File: config.mk
export PLATFORM = sky130hd
export DESIGN_NAME = term_addr_unit
export DESIGN_NICKNAME = d
export VERILOG_FILES = /design/src/rtl/tal_pkg.sv /design/src/rtl/tal_cfg_bank.sv /design/src/rtl/tal_pin_sync.sv /design/src/rtl/tal_addr_latch.sv /design/src/rtl/term_addr_unit.sv
export SDC_FILE = /design/constraint.sdc
export NUM_CORES = 1
export LEC_CHECK = 0
export ABC_AREA = 1
export BUFFER_PORTS_ARGS = -buffer_cell sky130_fd_sc_hd__buf_2
export CAP_MARGIN = 20
export CORE_UTILIZATION = 30
export DETAILED_ROUTE_END_ITERATION = 16
export GPL_TIMING_DRIVEN = 0
export PLACE_DENSITY = 0.58
export SLEW_MARGIN = 20
export SYNTH_ARGS = -nofsm -noshare
export SYNTH_HDL_FRONTEND = slang
export SYNTH_SLANG_ARGS = --single-unit
File: constraint.sdc
create_clock -name clk -period 1.1 [get_ports clk]
set_input_delay 0.055 -clock clk [delete_from_list [all_inputs] [get_ports clk]]
set_output_delay 0.055 -clock clk [all_outputs]
set_load 0.05 [all_outputs]
File: src/rtl/tal_pkg.sv
package tal_pkg;
    localparam int ADDR_W   = 5;
    localparam int DATA_W   = 16;
    localparam int IDX_W    = 3;

    localparam logic [IDX_W-1:0] IDX_MODE   = 3'd3;
    localparam logic [IDX_W-1:0] IDX_ARM    = 3'd4;
    localparam logic [IDX_W-1:0] IDX_LOAD   = 3'd5;
    localparam logic [IDX_W-1:0] IDX_SRC    = 3'd6;

    localparam int BIT_ENH  = 15;
    localparam int BIT_ARM  = 3;
    localparam int BIT_SRC  = 5;

    typedef struct packed {
        logic [ADDR_W-1:0] addr;
        logic              par;
    } tad_t;

    typedef struct packed {
        logic enh;
        logic arm;
        logic sw_src;
    } ctl_t;

    localparam tad_t TAD_RESET = '{addr: '0, par: 1'b1};

    function automatic logic odd_ok(input tad_t t);
        return ^{t.addr, t.par};
    endfunction

    function automatic tad_t from_bus(input logic [DATA_W-1:0] d);
        tad_t t;
        t.addr = d[ADDR_W:1];
        t.par  = d[0];
        return t;
    endfunction
endpackage

File: src/rtl/tal_cfg_bank.sv
module tal_cfg_bank
    import tal_pkg::*;
(
    input  logic              clk,
    input  logic              rst,
    input  logic              we,
    input  logic [IDX_W-1:0]  idx,
    input  logic [DATA_W-1:0] wdata,
    output ctl_t              ctl,
    output logic              load_stb
);
    always_ff @(posedge clk) begin
        if (rst) begin
            ctl <= '0;
        end else if (we) begin
            case (idx)
                IDX_MODE: ctl.enh    <= wdata[BIT_ENH];
                IDX_ARM:  ctl.arm    <= wdata[BIT_ARM];
                IDX_SRC:  ctl.sw_src <= wdata[BIT_SRC];
                default:  ;
            endcase
        end
    end

    assign load_stb = we && (idx == IDX_LOAD);
endmodule

File: src/rtl/tal_pin_sync.sv
module tal_pin_sync #(
    parameter int STAGES = 2
) (
    input  logic clk,
    input  logic rst,
    input  logic pin,
    output logic level,
    output logic rise
);
    logic [STAGES:0] chain;

    generate
        for (genvar i = 0; i <= STAGES; i++) begin : g_stage
            if (i == 0) begin : g_first
                always_ff @(posedge clk) begin
                    if (rst) chain[0] <= 1'b0;
                    else     chain[0] <= pin;
                end
            end else begin : g_next
                always_ff @(posedge clk) begin
                    if (rst) chain[i] <= 1'b0;
                    else     chain[i] <= chain[i-1];
                end
            end
        end
    endgenerate

    assign level = chain[STAGES-1];
    assign rise  = chain[STAGES-1] & ~chain[STAGES];
endmodule

File: src/rtl/tal_addr_latch.sv
module tal_addr_latch
    import tal_pkg::*;
(
    input  logic              clk,
    input  logic              rst,
    input  logic              level,
    input  logic              rise,
    input  ctl_t              ctl,
    input  logic              load_stb,
    input  logic [DATA_W-1:0] wdata,
    input  tad_t              pins,
    output tad_t              held,
    output logic              ok
);
    logic host_go;
    tad_t host_val;

    assign host_go  = level && !rise && load_stb && ctl.enh && ctl.arm;
    assign host_val = ctl.sw_src ? from_bus(wdata) : pins;

    always_ff @(posedge clk) begin
        if (rst) begin
            held <= TAD_RESET;
        end else if (!level || rise) begin
            held <= pins;
        end else if (host_go) begin
            held <= host_val;
        end
    end

    always_ff @(posedge clk) begin
        if (rst) ok <= 1'b1;
        else     ok <= odd_ok(held);
    end

    p_follow_pins_r2: assert property (@(posedge clk) disable iff (rst)
        !level |=> held == $past(pins));

    p_edge_capture_r3: assert property (@(posedge clk) disable iff (rst)
        rise |=> held == $past(pins));

    p_hold_high_r3: assert property (@(posedge clk) disable iff (rst)
        (level && !rise && !load_stb) |=> $stable(held));

    p_bus_source_r5: assert property (@(posedge clk) disable iff (rst)
        (level && !rise && load_stb && ctl.enh && ctl.arm && ctl.sw_src)
        |=> held.addr == $past(wdata[ADDR_W:1]) && held.par == $past(wdata[0]));

    p_gate_closed_r6: assert property (@(posedge clk) disable iff (rst)
        (level && !rise && !(ctl.enh && ctl.arm)) |=> $stable(held));
endmodule

File: src/rtl/term_addr_unit.sv
module term_addr_unit
    import tal_pkg::*;
#(
    parameter int SYNC_STAGES = 2
) (
    input  logic              clk,
    input  logic              rst,
    input  logic              cfg_we,
    input  logic [IDX_W-1:0]  cfg_idx,
    input  logic [DATA_W-1:0] cfg_wdata,
    input  logic [ADDR_W-1:0] pin_addr,
    input  logic              pin_par,
    input  logic              latch_pin,
    output logic [ADDR_W-1:0] term_addr,
    output logic              term_par,
    output logic              addr_ok
);
    ctl_t ctl;
    logic load_stb, level, rise;
    tad_t pins, held;

    assign pins = '{addr: pin_addr, par: pin_par};

    tal_cfg_bank u_cfg (
        .clk(clk), .rst(rst), .we(cfg_we), .idx(cfg_idx), .wdata(cfg_wdata),
        .ctl(ctl), .load_stb(load_stb)
    );

    tal_pin_sync #(.STAGES(SYNC_STAGES)) u_sync (
        .clk(clk), .rst(rst), .pin(latch_pin), .level(level), .rise(rise)
    );

    tal_addr_latch u_latch (
        .clk(clk), .rst(rst), .level(level), .rise(rise), .ctl(ctl),
        .load_stb(load_stb), .wdata(cfg_wdata), .pins(pins),
        .held(held), .ok(addr_ok)
    );

    assign term_addr = held.addr;
    assign term_par  = held.par;

    p_reset_state_r1: assert property (@(posedge clk) disable iff (rst)
        $past(rst) |-> (term_addr == '0 && term_par && addr_ok));

    p_ok_tracks_parity_r8: assert property (@(posedge clk) disable iff (rst)
        ($stable(term_addr) && $stable(term_par)) |=> addr_ok == ^{$past(term_addr), $past(term_par)});
endmodule

==> results.txt <==
largest net degree at the start of global routing: 11
Unique masters post-synth: 18
grt total ovfl: 0
multiplexer share of the synthesized area: 0
DR vias/cell: 4.53
antenna violations before repair: 0
Die Span Y: 53.3 um
achievable frequency: 998 MHz
worst path required time: 1270 ps
Post-synth top flop: dfxtp_1
arrival time worst endpoint: 1170 ps
Root Driver: clkbuf_4
first-pass GRT wire length: 2670 um
# DRC: 0
Syn. warnings: 0
Seq cells post-synth: 13
Peak VDD IR: 0.517 mV
most frequent cells after synthesis: nand2_1, dfxtp_1, inv_1, nand3_1, nor2_1
fin. max-slew vios: 0
top cell type's share of synthesized area: 0.330
DP Wirelength: 1320 um
Reg power frac: 0.494
Cell Pwr Density: 993 mW/mm^2
Lkg Pwr: 0.522 nW
MaxCap Viol Count: 0
final setup TNS: 0 ps
post-synthesis simple-gate area fraction: 0.461
GRT Total Usage: 0.130
Mapped Area: 790 um^2
Final nets: 180
Gate Count Post-Synth: 118
hold slack: 33.8 ps
core area: 0.00248 mm^2
RSZ-0062 raised after global routing: false
Compound-Gate Fraction of Synth Area: 0.0602
worst clock skew: 4.73 ps
top cells by area, synth: dfxtp_1, nand2_1, nand3_1
area grow syn2layout: 32.8%
port bufs: 26
synthesized area per cell: 6.69 um^2
status: completed
Comb pwr share: 0.222
Slew headroom: 0.835
part of the cycle the worst path needs: 0.911
Final Hold Vio Count: 0
post-synthesis sequential area ratio: 0.330
Placed Cells: 174
number of global-route vias before repair: 682
count of non-filler cells in the finished layout: 180
FP Rows: 18
H-tree Lvls: 1
Synth area leader: dfxtp_1
Int Power: 0.720 mW
clock slew at reported path FFs: 80 ps
drt wl/cell: 9.20 um
largest family of logic cells by synthesized area: simple AND/OR/NAND/NOR gates
Setup CP Type: flop to flop
reg-to-reg slack, setup: 100 ps
Least-Margin Pin Slew: 249 ps
critical-path cell list: buf_6 -> nand2_2 -> inv_4 -> clkbuf_16 -> a21oi_2 -> nor2_1
CTS tree: yes
router iterations before antenna repair: 4
# setup viols final: 0
Adder-Cell Fraction of Synth Area: 0
Worst path slowest cell: dfxtp_2
layout cells sized above 1: 0.387
drt total wl: 1660 um
Initial Util: 0.319
Syn Nets: 147
slowest stage delay, CP: 320 ps
CTS buffer count: 3
Setup WS post-layout: 98.3 ps
number of synthesized flops with an enable pin: 0
GP Congestion: 0.728
crit start category: flop
Sw Ratio: 0.309
Clock Sinks: 13
P_sw: 0.321 mW
clk buf depth: 2
IO Pins: 36
Antenna Cells: 0
Tmin final: 1000 ps
leading cell type by number of instances after synthesis: nand2_1
Worst-Skew Late Latency: 270 ps
Routed Antenna Nets: 0
Post-synth ARST share: 0
clock power share: 0.284
hold crit path type: input pin to flop
Vias: 816
pre-CTS setup slack: 39.3 ps
initial drt markers: 14
Die X-Extent: 53.3 um
CP Max Fanout: 8
postcts setup bufs: 0
DIE AREA: 0.00284 mm^2
type of destination of the critical path: flop
Post-Synth XOR/XNOR Area: 0.0111
fin util: 0.423
-- worst max-delay path: cells and delay by family (launching register included) --
family                 cells  cell delay, ps
AO/OA/AOI/OAI              1             120
buffers and inverters      3             330
flip-flops                 1             320
AND/OR/NAND/NOR            2             120
-- power groups by stage --
stage | Combinational [mW] | Clock [mW] | Sequential [mW]
after floorplan | 0.0940 | 0 | 0.582
after global placement | 0.223 | 0 | 0.523
after detailed placement | 0.226 | 0 | 0.525
after CTS | 0.230 | 0.310 | 0.513
after global routing | 0.257 | 0.346 | 0.518
final | 0.231 | 0.296 | 0.514
-- logic make-up after synthesis --
| family | Yosys count |
|---|---|
| XOR/XNOR | 1 |
| AND/OR/NAND/NOR | 76 |
| buffers and inverters | 20 |
| AO/OA/AOI/OAI | 8 |
| flip-flops | 13 |
-- cells in the final DEF, fill, tap and decap left out --
cell	instances
dfxtp_1	4
nand4_1	6
clkbuf_1	1
nand2_1	42
nand3_2	3
buf_12	1
inv_1	13
dfxtp_2	9
nand3_1	10
a21oi_1	4
clkbuf_16	1
nor2_4	1
dlygate4sd3_1	1
inv_4	1
buf_6	2
buf_2	26
a21oi_2	4
nand2_2	2
nand3_4	2
nor2_1	10
inv_2	2
clkbuf_4	4
xnor2_1	1
-- per-layer routing --
| layer | wire, um | vias up | share of wire | global-route usage |
|---|---|---|---|---|
| li1 | - | 439 | - | - |
| met1 | 741 | 349 | 0.45 | 0.143 |
| met2 | 795 | 26 | 0.48 | 0.240 |
| met3 | 108 | 2 | 0.065 | 0.0402 |
| met4 | 10 | 0 | 0.0060 | 0.0263 |
| met5 | 0 | - | 0 | 0 |
-- final timing paths --
kind	from	to	cells past startpoint
max	u_sync.level	u_latch.held[2]	6
min	rst	u_cfg.ctl[2]	2
max reg2reg	u_sync.level	u_latch.held[2]	6
min reg2reg	u_sync.chain[0]	u_sync.level	2
-- sequential cells by signal, summed over array words and instances (netlist names) --
register	cells
u_cfg.ctl	3
u_latch.held	6
u_latch.ok	1
u_sync.chain	2
u_sync.level	1
-- stage by stage --
stage                     power, mW  cell area (um^2)
final                          1.04              1050
after global routing           1.12              1050
after CTS                      1.05              1000
after detailed placement      0.751               965
after global placement        0.745               965
after floorplan               0.676               797
-- final cells by class --
cell class | instances | area, um^2
clock buffer | 4 | 26.3
fill | 275 | 1430
tap | 30 | 37.5
sequential | 13 | 272
timing repair buffer | 28 | 165
inverter | 16 | 62.6
multi-input combinational | 85 | 435
buffer | 4 | 50.0
-- what timing repair did --
action | CTS | global route
resized for setup | 0 | 8
hold endpoints to repair | 1 | 0
hold buffers | 1 | 0
setup endpoints to repair | 0 | 6
No activity file was read; power rests on OpenSTA's default activity.
